File: config.mk
export PLATFORM = sky130hd
export DESIGN_NAME = dwt2d_tile
export DESIGN_NICKNAME = d
export VERILOG_FILES = /design/src/rtl/dwt2d_pkg.sv /design/src/rtl/tile_ram.sv /design/src/rtl/line_lift.sv /design/src/rtl/dwt_seq.sv /design/src/rtl/dwt2d_tile.sv
export SDC_FILE = /design/constraint.sdc
export NUM_CORES = 1
export LEC_CHECK = 0
export BUFFER_PORTS_ARGS = -buffer_cell sky130_fd_sc_hd__buf_4
export CAP_MARGIN = 5
export CORE_ASPECT_RATIO = 1.25
export CORE_MARGIN = 2
export CORE_UTILIZATION = 67
export CTS_CLUSTER_DIAMETER = 100
export DETAILED_ROUTE_END_ITERATION = 10
export HOLD_SLACK_MARGIN = 0.15
export MAX_ROUTING_LAYER = met4
export PLACE_DENSITY = 0.94
export SYNTH_ARGS = -nofsm -noshare
export SYNTH_HDL_FRONTEND = slang
export SYNTH_SLANG_ARGS = --single-unit
File: constraint.sdc
create_clock -name clk -period 8.5 [get_ports clk]
set_input_delay 0.85 -clock clk [delete_from_list [all_inputs] [get_ports clk]]
set_output_delay 0.85 -clock clk [all_outputs]
set_load 0.005 [all_outputs]
File: src/rtl/dwt2d_pkg.sv
package dwt2d_pkg;

  typedef enum logic [2:0] {
    ST_IDLE = 3'd0,
    ST_LOAD = 3'd1,
    ST_FILT = 3'd2,
    ST_DEIL = 3'd3
  } seq_state_t;

  // floor((l + r) / 2) removed from an odd sample
  function automatic int lift_predict(input int odd_v, input int left_v, input int right_v);
    return odd_v - ((left_v + right_v) >>> 1);
  endfunction

  // floor((dl + dr + 2) / 4) added to an even sample
  function automatic int lift_update(input int even_v, input int dl, input int dr);
    return even_v + ((dl + dr + 2) >>> 2);
  endfunction

endpackage

File: src/rtl/tile_ram.sv
module tile_ram #(
  parameter int DEPTH  = 64,
  parameter int WIDTH  = 10,
  localparam int AW    = $clog2(DEPTH)
) (
  input  logic             clk,
  input  logic             we,
  input  logic [AW-1:0]    waddr,
  input  logic [WIDTH-1:0] wdata,
  input  logic [AW-1:0]    raddr,
  output logic [WIDTH-1:0] rdata
);

  logic [WIDTH-1:0] mem [DEPTH];

  always_ff @(posedge clk) begin
    if (we) mem[waddr] <= wdata;
    rdata <= mem[raddr];
  end

endmodule

File: src/rtl/line_lift.sv
module line_lift
  import dwt2d_pkg::*;
#(
  parameter int TILE_N = 8,
  parameter int CW     = 10
) (
  input  logic signed [CW-1:0] x [TILE_N],
  output logic signed [CW-1:0] y [TILE_N]
);

  int d [TILE_N];

  for (genvar i = 0; i < TILE_N; i++) begin : g_pred
    if (i % 2 == 1) begin : g_odd
      if (i == TILE_N - 1) begin : g_edge
        assign d[i] = lift_predict(int'(x[i]), int'(x[i-1]), int'(x[i-1]));
      end else begin : g_mid
        assign d[i] = lift_predict(int'(x[i]), int'(x[i-1]), int'(x[i+1]));
      end
    end else begin : g_even
      assign d[i] = int'(x[i]);
    end
  end

  for (genvar i = 0; i < TILE_N; i++) begin : g_upd
    if (i % 2 == 1) begin : g_odd
      assign y[i] = CW'(d[i]);
    end else if (i == 0) begin : g_edge
      assign y[i] = CW'(lift_update(int'(x[i]), d[1], d[1]));
    end else begin : g_mid
      assign y[i] = CW'(lift_update(int'(x[i]), d[i-1], d[i+1]));
    end
  end

endmodule

File: src/rtl/dwt_seq.sv
module dwt_seq
  import dwt2d_pkg::*;
#(
  parameter int TILE_N = 8,
  parameter int CW     = 10,
  localparam int AW    = $clog2(TILE_N*TILE_N),
  localparam int LW    = $clog2(TILE_N),
  localparam int CNTW  = $clog2(TILE_N+1),
  localparam int HALF  = TILE_N/2
) (
  input  logic                 clk,
  input  logic                 rst_n,
  input  logic                 start,
  output logic                 busy,
  output logic                 done,
  output logic [AW-1:0]        eng_raddr,
  input  logic [CW-1:0]        ram_rdata,
  output logic                 eng_we,
  output logic [AW-1:0]        eng_waddr,
  output logic [CW-1:0]        eng_wdata,
  output logic signed [CW-1:0] lift_x [TILE_N],
  input  logic signed [CW-1:0] lift_y [TILE_N],
  output logic                 pass_row,
  output logic                 last_write
);

  seq_state_t        state;
  logic [CNTW-1:0]   cnt;
  logic [LW-1:0]     line;
  logic [LW-1:0]     pos;
  logic [LW-1:0]     src;
  logic signed [CW-1:0] ld_buf   [TILE_N];
  logic signed [CW-1:0] filt_buf [TILE_N];
  logic              line_end;
  logic              tile_line_end;

  function automatic logic [AW-1:0] tile_addr(input logic row_mode, input logic [LW-1:0] ln,
                                               input logic [LW-1:0] k);
    if (row_mode) return AW'(ln) * AW'(TILE_N) + AW'(k);
    else          return AW'(k) * AW'(TILE_N) + AW'(ln);
  endfunction

  assign pos           = cnt[LW-1:0];
  assign src           = (pos < LW'(HALF)) ? LW'(pos << 1) : LW'(((pos - LW'(HALF)) << 1) + 1);
  assign line_end      = (state == ST_DEIL) && (cnt == CNTW'(TILE_N-1));
  assign tile_line_end = line_end && (line == LW'(TILE_N-1));
  assign last_write    = tile_line_end && pass_row;

  assign busy      = (state != ST_IDLE);
  assign eng_raddr = tile_addr(pass_row, line, pos);
  assign eng_we    = (state == ST_DEIL);
  assign eng_waddr = tile_addr(pass_row, line, pos);
  assign eng_wdata = filt_buf[src];
  assign lift_x    = ld_buf;

  always_ff @(posedge clk) begin
    if (!rst_n) begin
      state    <= ST_IDLE;
      cnt      <= '0;
      line     <= '0;
      pass_row <= 1'b0;
      done     <= 1'b0;
      for (int i = 0; i < TILE_N; i++) begin
        ld_buf[i]   <= '0;
        filt_buf[i] <= '0;
      end
    end else begin
      done <= 1'b0;
      case (state)
        ST_IDLE: begin
          if (start) begin
            state    <= ST_LOAD;
            cnt      <= '0;
            line     <= '0;
            pass_row <= 1'b0;
          end
        end
        ST_LOAD: begin
          if (cnt != '0) ld_buf[LW'(cnt - 1'b1)] <= ram_rdata;
          if (cnt == CNTW'(TILE_N)) begin
            cnt   <= '0;
            state <= ST_FILT;
          end else begin
            cnt <= cnt + 1'b1;
          end
        end
        ST_FILT: begin
          filt_buf <= lift_y;
          state    <= ST_DEIL;
        end
        ST_DEIL: begin
          if (line_end) begin
            cnt <= '0;
            if (tile_line_end) begin
              line <= '0;
              if (pass_row) begin
                state <= ST_IDLE;
                done  <= 1'b1;
              end else begin
                pass_row <= 1'b1;
                state    <= ST_LOAD;
              end
            end else begin
              line  <= line + 1'b1;
              state <= ST_LOAD;
            end
          end else begin
            cnt <= cnt + 1'b1;
          end
        end
        default: state <= ST_IDLE;
      endcase
    end
  end

endmodule

File: src/rtl/dwt2d_tile.sv
module dwt2d_tile #(
  parameter int TILE_N   = 8,
  parameter int SAMPLE_W = 8,
  localparam int CW      = SAMPLE_W + 2,
  localparam int AW      = $clog2(TILE_N*TILE_N)
) (
  input  logic                clk,
  input  logic                rst_n,
  input  logic                start,
  output logic                busy,
  output logic                done,
  input  logic                wr_en,
  input  logic [AW-1:0]       wr_addr,
  input  logic [SAMPLE_W-1:0] wr_data,
  input  logic [AW-1:0]       rd_addr,
  output logic [CW-1:0]       rd_data
);

  logic                 eng_we;
  logic [AW-1:0]        eng_waddr;
  logic [CW-1:0]        eng_wdata;
  logic [AW-1:0]        eng_raddr;
  logic                 host_we_eff;
  logic                 ram_we;
  logic [AW-1:0]        ram_waddr;
  logic [CW-1:0]        ram_wdata;
  logic [AW-1:0]        ram_raddr;
  logic [CW-1:0]        ram_rdata;
  logic signed [CW-1:0] lift_x [TILE_N];
  logic signed [CW-1:0] lift_y [TILE_N];
  logic                 pass_row;
  logic                 last_write;

  assign host_we_eff = wr_en && !busy;
  assign ram_we      = busy ? eng_we    : host_we_eff;
  assign ram_waddr   = busy ? eng_waddr : wr_addr;
  assign ram_wdata   = busy ? eng_wdata : {{(CW-SAMPLE_W){wr_data[SAMPLE_W-1]}}, wr_data};
  assign ram_raddr   = busy ? eng_raddr : rd_addr;
  assign rd_data     = ram_rdata;

  tile_ram #(.DEPTH(TILE_N*TILE_N), .WIDTH(CW)) u_ram (
    .clk   (clk),
    .we    (ram_we),
    .waddr (ram_waddr),
    .wdata (ram_wdata),
    .raddr (ram_raddr),
    .rdata (ram_rdata)
  );

  line_lift #(.TILE_N(TILE_N), .CW(CW)) u_lift (
    .x (lift_x),
    .y (lift_y)
  );

  dwt_seq #(.TILE_N(TILE_N), .CW(CW)) u_seq (
    .clk        (clk),
    .rst_n      (rst_n),
    .start      (start),
    .busy       (busy),
    .done       (done),
    .eng_raddr  (eng_raddr),
    .ram_rdata  (ram_rdata),
    .eng_we     (eng_we),
    .eng_waddr  (eng_waddr),
    .eng_wdata  (eng_wdata),
    .lift_x     (lift_x),
    .lift_y     (lift_y),
    .pass_row   (pass_row),
    .last_write (last_write)
  );

endmodule

Word level (Yosys, flattened, before mapping):

Memory sizes are Yosys's and may differ from the RTL's. A register that Yosys moved wholly into a read port is not among the register bits.
Cells that the tools add are included.

* input port bits: 24
* output and inout bits: 12
* logic and storage cells: 114
* memory bits (writable): 640
* flip-flop bits (word level): 172
* memories: 1

Memory list
* u_ram.mem: depth 64, bits a word 10, read ports 1, clocked after Yosys merged registers in 1, wr ports 1, line tile_ram.sv:14 `logic [WIDTH-1:0] mem [DEPTH];`

* add/sub/neg operators: 27
* multiplexer cells: 33
* $lt $le $gt $ge: 4
* bitwise gates (word level): 2
* reduce and logical (&&, ||, !) cells: 16
* equality and inequality tests: 10

Operators by type and width (number)
* $bwmux W80: 1
* $add A11 B11 Y12: 4
* $add A12 B3 Y12 const B: 4
* $add A10 B10 Y11: 4
* $sub A10 B10 Y11: 4
* $add A10 B10 Y10: 4
* $mux W10: 4
* $bmux W10 S3: 1
* $demux W10 S3: 1
* $mux W3: 7
* $mux W6: 3
* $add A6 B3 Y6: 2
* $mux W4: 3
* $pmux W3 S4: 1
* $pmux W4 S3: 1
* $mux W1: 9
* $ge A4 B4 Y1 const B: 2
* $not A3 Y4: 2
* $reduce_and A4 Y1: 2
* $add A3 B1 Y3 const B: 2
* $eq A3 B2 Y1 const B: 2
* $ne A2 B1 Y1 const B: 3
* $pmux W3 S2: 1
* $reduce_and A3 Y1: 2
* other kinds (18): 23

Depth between registers and ports, before layout:

* word-level depth: 8
* mapped depth: 27
* gate-level depth less buffers: 27

Cells and area by module:

Synthesis repeated with hierarchy kept, for this count alone.

* cells, all modules: 2566
* area total of the unflattened synthesis: 38610.8 um^2

By module, submodules not included
* tile_ram: cells each 1118, sequential area each 19418.6 um^2, times used 1, area each 25101.6 um^2
* dwt_seq: cells each 692, sequential area each 3423.3 um^2, times used 1, area each 7432.1 um^2
* line_lift: cells each 731, sequential area each 0.0 um^2, times used 1, area each 5795.6 um^2
* dwt2d_tile: cells each 25, sequential area each 0.0 um^2, times used 1, area each 281.5 um^2

Worst setup path before layout:

OpenSTA, ideal clock, no wires.

* kind: reg2reg
* from: register u_seq.ld_buf (netlist bit u_seq.lift_x[51])
* to: register u_seq.filt_buf[59] (netlist bit)
* data required time: 8.358 ns
* setup slack: 3.372 ns
* buffers on the path: 0
* library setup time: 0.142 ns
* arrival time: 4.986 ns
* cell stages (with the launch flop): 27
* period minus slack after synthesis: 5.128 ns
* cells stage by stage: dfxtp_1 inv_1 fa_1 nor2b_1 o21ai_0 a21boi_0 o21ai_0 a21oi_1 nor2_1 xor2_1 ha_1 or4_1 nand3b_1 a31oi_1 xor2_1 inv_1 ha_1 ha_1 nor2b_1 a21oi_1 xnor2_1 ha_1 nand3_1 nand2_1 a41oi_1 a31oi_1 o311ai_0

RTL lines
* from (decl): line dwt_seq.sv:32 `logic signed [CW-1:0] ld_buf [TILE_N];`
* from (signal, indexed assignment): line dwt_seq.sv:79 `if (cnt != '0) ld_buf[LW'(cnt - 1'b1)] <= ram_rdata;`
* to (signal assigned): line dwt_seq.sv:88 `filt_buf <= lift_y;`
* to (decl): line dwt_seq.sv:33 `logic signed [CW-1:0] filt_buf [TILE_N];`

==> flow_metrics.py <==
metrics = {
    "status": {
        "status": "complete, no violations",
    },
    "synth": {
        "synth_adder_area_share_pct": 5.99,
        "synth_cell_type_count": 67,
        "synth_top_family_by_area": "simple AND/OR/NAND/NOR gates",
        "yosys_warnings": 0,
        "syn_nets": 3655,
        "synth_cells": 3448,
        "synthMostInstantiatedCell": "edfxtp_1",
        "synthMuxAreaShare_pct": 6.96,
        "yosysSeqAreaShare_pct": 57.1,
        "synth.ff_latch_count": 821,
        "yosys-top-cells-area": "edfxtp_1 (48%), dfxtp_1 (9.1%), ha_1 (5.3%)",
        "ys_async_sr_fraction_pct": 0,
        "syn_area_per_cell_um2": 11.6,
        "yosys.area_share.xor_xnor_pct": 2.30,
        "yosys.area.top_type": "edfxtp_1",
        "yosys.area_share.simple_pct": 14.2,
        "yosys-top-cells-count": "edfxtp_1 (640), nand2_1 (415), nand3_1 (299), o211ai_1 (255), dfxtp_1 (181)",
        "synth_ff_type": "edfxtp_1",
        "netlist.area_leader.share_pct": 48.1,
        "synth_edf_count": 640,
        "synth_compound_area_share_pct": 9.94,
        "synthesis.area_um2": 40000,
    },
    "floorplan": {
        "die_h_um": 277,
        "ioPinCount": 36,
        "die-width_um": 222,
        "initial_core_util_pct": 67.4,
        "rows": 100,
        "coreArea_um2": 59300,
        "dieArea_um2": 61600,
    },
    "place": {
        "dpl-instance-area_um2": 40800,
        "place.gp.congestion": 0.975,
        "portBuffers": 35,
        "hpwl_mm": 65.5,
        "placed_cells": 4081,
        "place_ws_ns": 2.72,
    },
    "critical_path": {
        "cp_slowest_cell": "dfxtp_1",
        "worst_r2r_startpoint": "u_seq.lift_x[31]",
        "cp_max_fo": 7,
        "reg2reg_slack_ns": 2.59,
        "arrival_ns": 6.42,
        "ff2ff_path_depth": 25,
        "r2r-end": "u_seq.filt_buf[39]",
        "max_stage_delay_ns": 0.58,
        "cp-start-kind": "flip-flop",
        "cp-end-kind": "flip-flop",
        "path_depth": 25,
        "cp.required_ns": 9.01,
        "crit_family": "compound AO/OA/AOI/OAI gates",
        "worstSetupPathType": "flip-flop to flip-flop",
        "worst-path-buf-inv": 0,
        "cp_common_cell": "ha_1",
    },
    "clock_network": {
        "clock_latency_ns": 0.67,
        "hold_buffers": 0,
        "cts.htree.levels": 3,
        "root_buffer": "clkbuf_16",
        "postCtsSetupBuffers": 0,
        "clk_pin_slew_worst_paths_ns": 0.07,
        "clock_path_buffers": 3,
        "ctsResizeCount": 0,
        "cts_tree": "yes",
        "numCtsBuffers": 77,
        "cts_sinks": 821,
    },
    "hold_path": {
        "hold_depth": 2,
        "min_from": "u_seq.filt_buf[5]",
        "hold_end": "u_seq.filt_buf[5]",
        "hold_path_class": "flip-flop to flip-flop",
    },
    "power_and_ir_drop": {
        "peakVddDrop_mv": 0.769,
        "power.share.combinational_pct": 37.9,
        "p_sw_mw": 5.56,
        "internal_power_mw": 8.34,
        "swShare_pct": 40.0,
        "seqPwrFrac_pct": 37.5,
        "power_leakage_nw": 15.7,
        "power_per_cell_area_nw_per_um2": 321,
        "clkPwrFrac_pct": 24.7,
    },
    "cells_and_area": {
        "nets": 3602,
        "final_util_pct": 73.0,
        "area_growth_pct": 8.32,
        "design_area_um2": 43300,
        "instances_no_fill": 4222,
        "drive_gt1_share_pct": 9.49,
    },
    "routing": {
        "vias": 29300,
        "ant_nets": 0,
        "via_per_inst": 6.93,
        "drc_errors": 0,
        "drtPass1Iterations": 7,
        "first_iter_violations": 4752,
        "drt-wirelength-per-cell_um": 26.0,
        "drt_wl_total_mm": 110,
    },
    "grt": {
        "grt_pass1_wl_mm": 166,
        "grt_start_max_net_pins": 161,
        "grtUsageTotal_pct": 36.4,
        "first_global_vias": 28500,
        "overflow": 0,
        "antenna_found_initial": 2,
    },
    "sta": {
        "timing.fmax_ghz": 0.169,
        "relSlewSlack_pct": 12.3,
        "rsz0062_at_grt": "no",
        "fin_crit_sh_pct": 69.5,
        "worstMarginPinSlew_ns": 1.31,
        "fin_worst_skew_ns": 0.0594,
        "worst_slack_ns": 2.59,
        "drv_slew": 0,
        "hold_viol": 0,
        "layout_min_cycle_time_ns": 5.91,
        "setup_tns_ns": 0,
        "finalSetupViolCount": 0,
    },
    "flow_run": {
        "max-cap-violations": 0,
    },
}
## worst reg2reg max path: cells and delay by family, from the launching register on
family | cells | cell delay [ns]
xor+xnor | 3 | 0.69
compound gates | 11 | 2.13
simple gates | 6 | 0.66
fa+ha+maj | 5 | 1.70
flops | 1 | 0.58
## routing by layer
layer  global-route usage [%]  wire length [um]  up-vias
li1                         -                 -    12600
met1                     42.7             37300    13800
met2                     58.0             51700     2239
met3                     8.12             12700      614
met4                     21.1              7940        0
met5                        -                 0        -
## sequential cells by signal, indices dropped and copies added, names as in the netlist
register,count
u_ram.mem,640
u_ram.rdata,10
u_seq.cnt,4
u_seq.done,1
u_seq.filt_buf,80
u_seq.lift_x,80
u_seq.line,3
u_seq.pass_row,1
u_seq.state,2
## power by group through the flow
stage	sequential [mW]	clock, mW	combinational [mW]
floorplan	5.20	0	3.34
global placement	5.26	0	4.68
detailed placement	5.27	0	4.88
CTS	5.19	3.42	5.02
global route	5.21	3.56	5.46
finish	5.21	3.43	5.27
## cells in the final DEF (no fill, tap or decap), types with 10 or more instances in the layout
cell	Yosys	layout
clkinv_1	0	11
fa_1	14	14
mux2i_1	130	130
a21oi_1	81	81
nand4_1	46	46
dfxtp_1	181	180
nor2b_1	143	141
buf_4	0	72
nor2_1	150	149
inv_1	148	148
mux2_2	86	86
nor3_1	41	39
o211a_1	13	13
mux4_2	20	20
a21boi_0	15	15
nand2_1	415	415
clkbuf_16	0	79
o21bai_1	17	17
nor3b_1	10	10
nand3b_1	12	12
edfxtp_1	640	640
a21o_1	20	20
o21a_1	22	21
nand3_1	299	299
ha_1	169	167
and2_1	12	12
xnor2_1	68	68
clkbuf_1	155	15
a22o_1	10	10
or3_1	11	11
clkinv_2	0	19
and3_1	11	11
o211ai_1	255	255
a221o_1	10	10
o21ai_0	53	46
xor2_1	37	37
## stage by stage
stage          hold WS (ns)  power, mW
2_1_floorplan         0.448       8.54
3_3_place_gp          0.455       9.95
3_5_place_dp          0.468       10.2
4_1_cts               0.478       13.6
5_1_grt               0.496       14.2
6_report              0.478       13.9
## worst max path at each step
| stage | from | end | slack (ns) |
|---|---|---|---|
| finish | u_seq.lift_x[31] | u_seq.filt_buf[39] | 2.59 |
| global route | u_seq.lift_x[31] | u_seq.filt_buf[39] | 2.16 |
| CTS | u_seq.lift_x[51] | u_seq.filt_buf[59] | 2.69 |
| detailed placement | u_seq.lift_x[51] | u_seq.filt_buf[59] | 2.72 |
| global placement | u_seq.lift_x[51] | u_seq.filt_buf[59] | 2.86 |
| floorplan | u_seq.lift_x[51] | u_seq.filt_buf[59] | 3.37 |
## logic make-up after synthesis
logic type | after synthesis
buffers and inverters | 353
AOI/OAI and AO/OA | 559
muxes | 240
and+or+nand+nor | 1187
xor gates and xnor gates | 105
adders and majority gates | 183
DFF | 821
## cell type report
class                      instances  area (um2)
sequential                       821       22800
fill                            3502       16000
multi-input combinational       2274       15900
clock buffer                      97        2070
tap                              765         957
timing repair buffer              73         561
inverter                         148         556
clock inverter                    42         383
antenna                            2        5.00
Note: power is estimated with default switching activity, not from simulation.
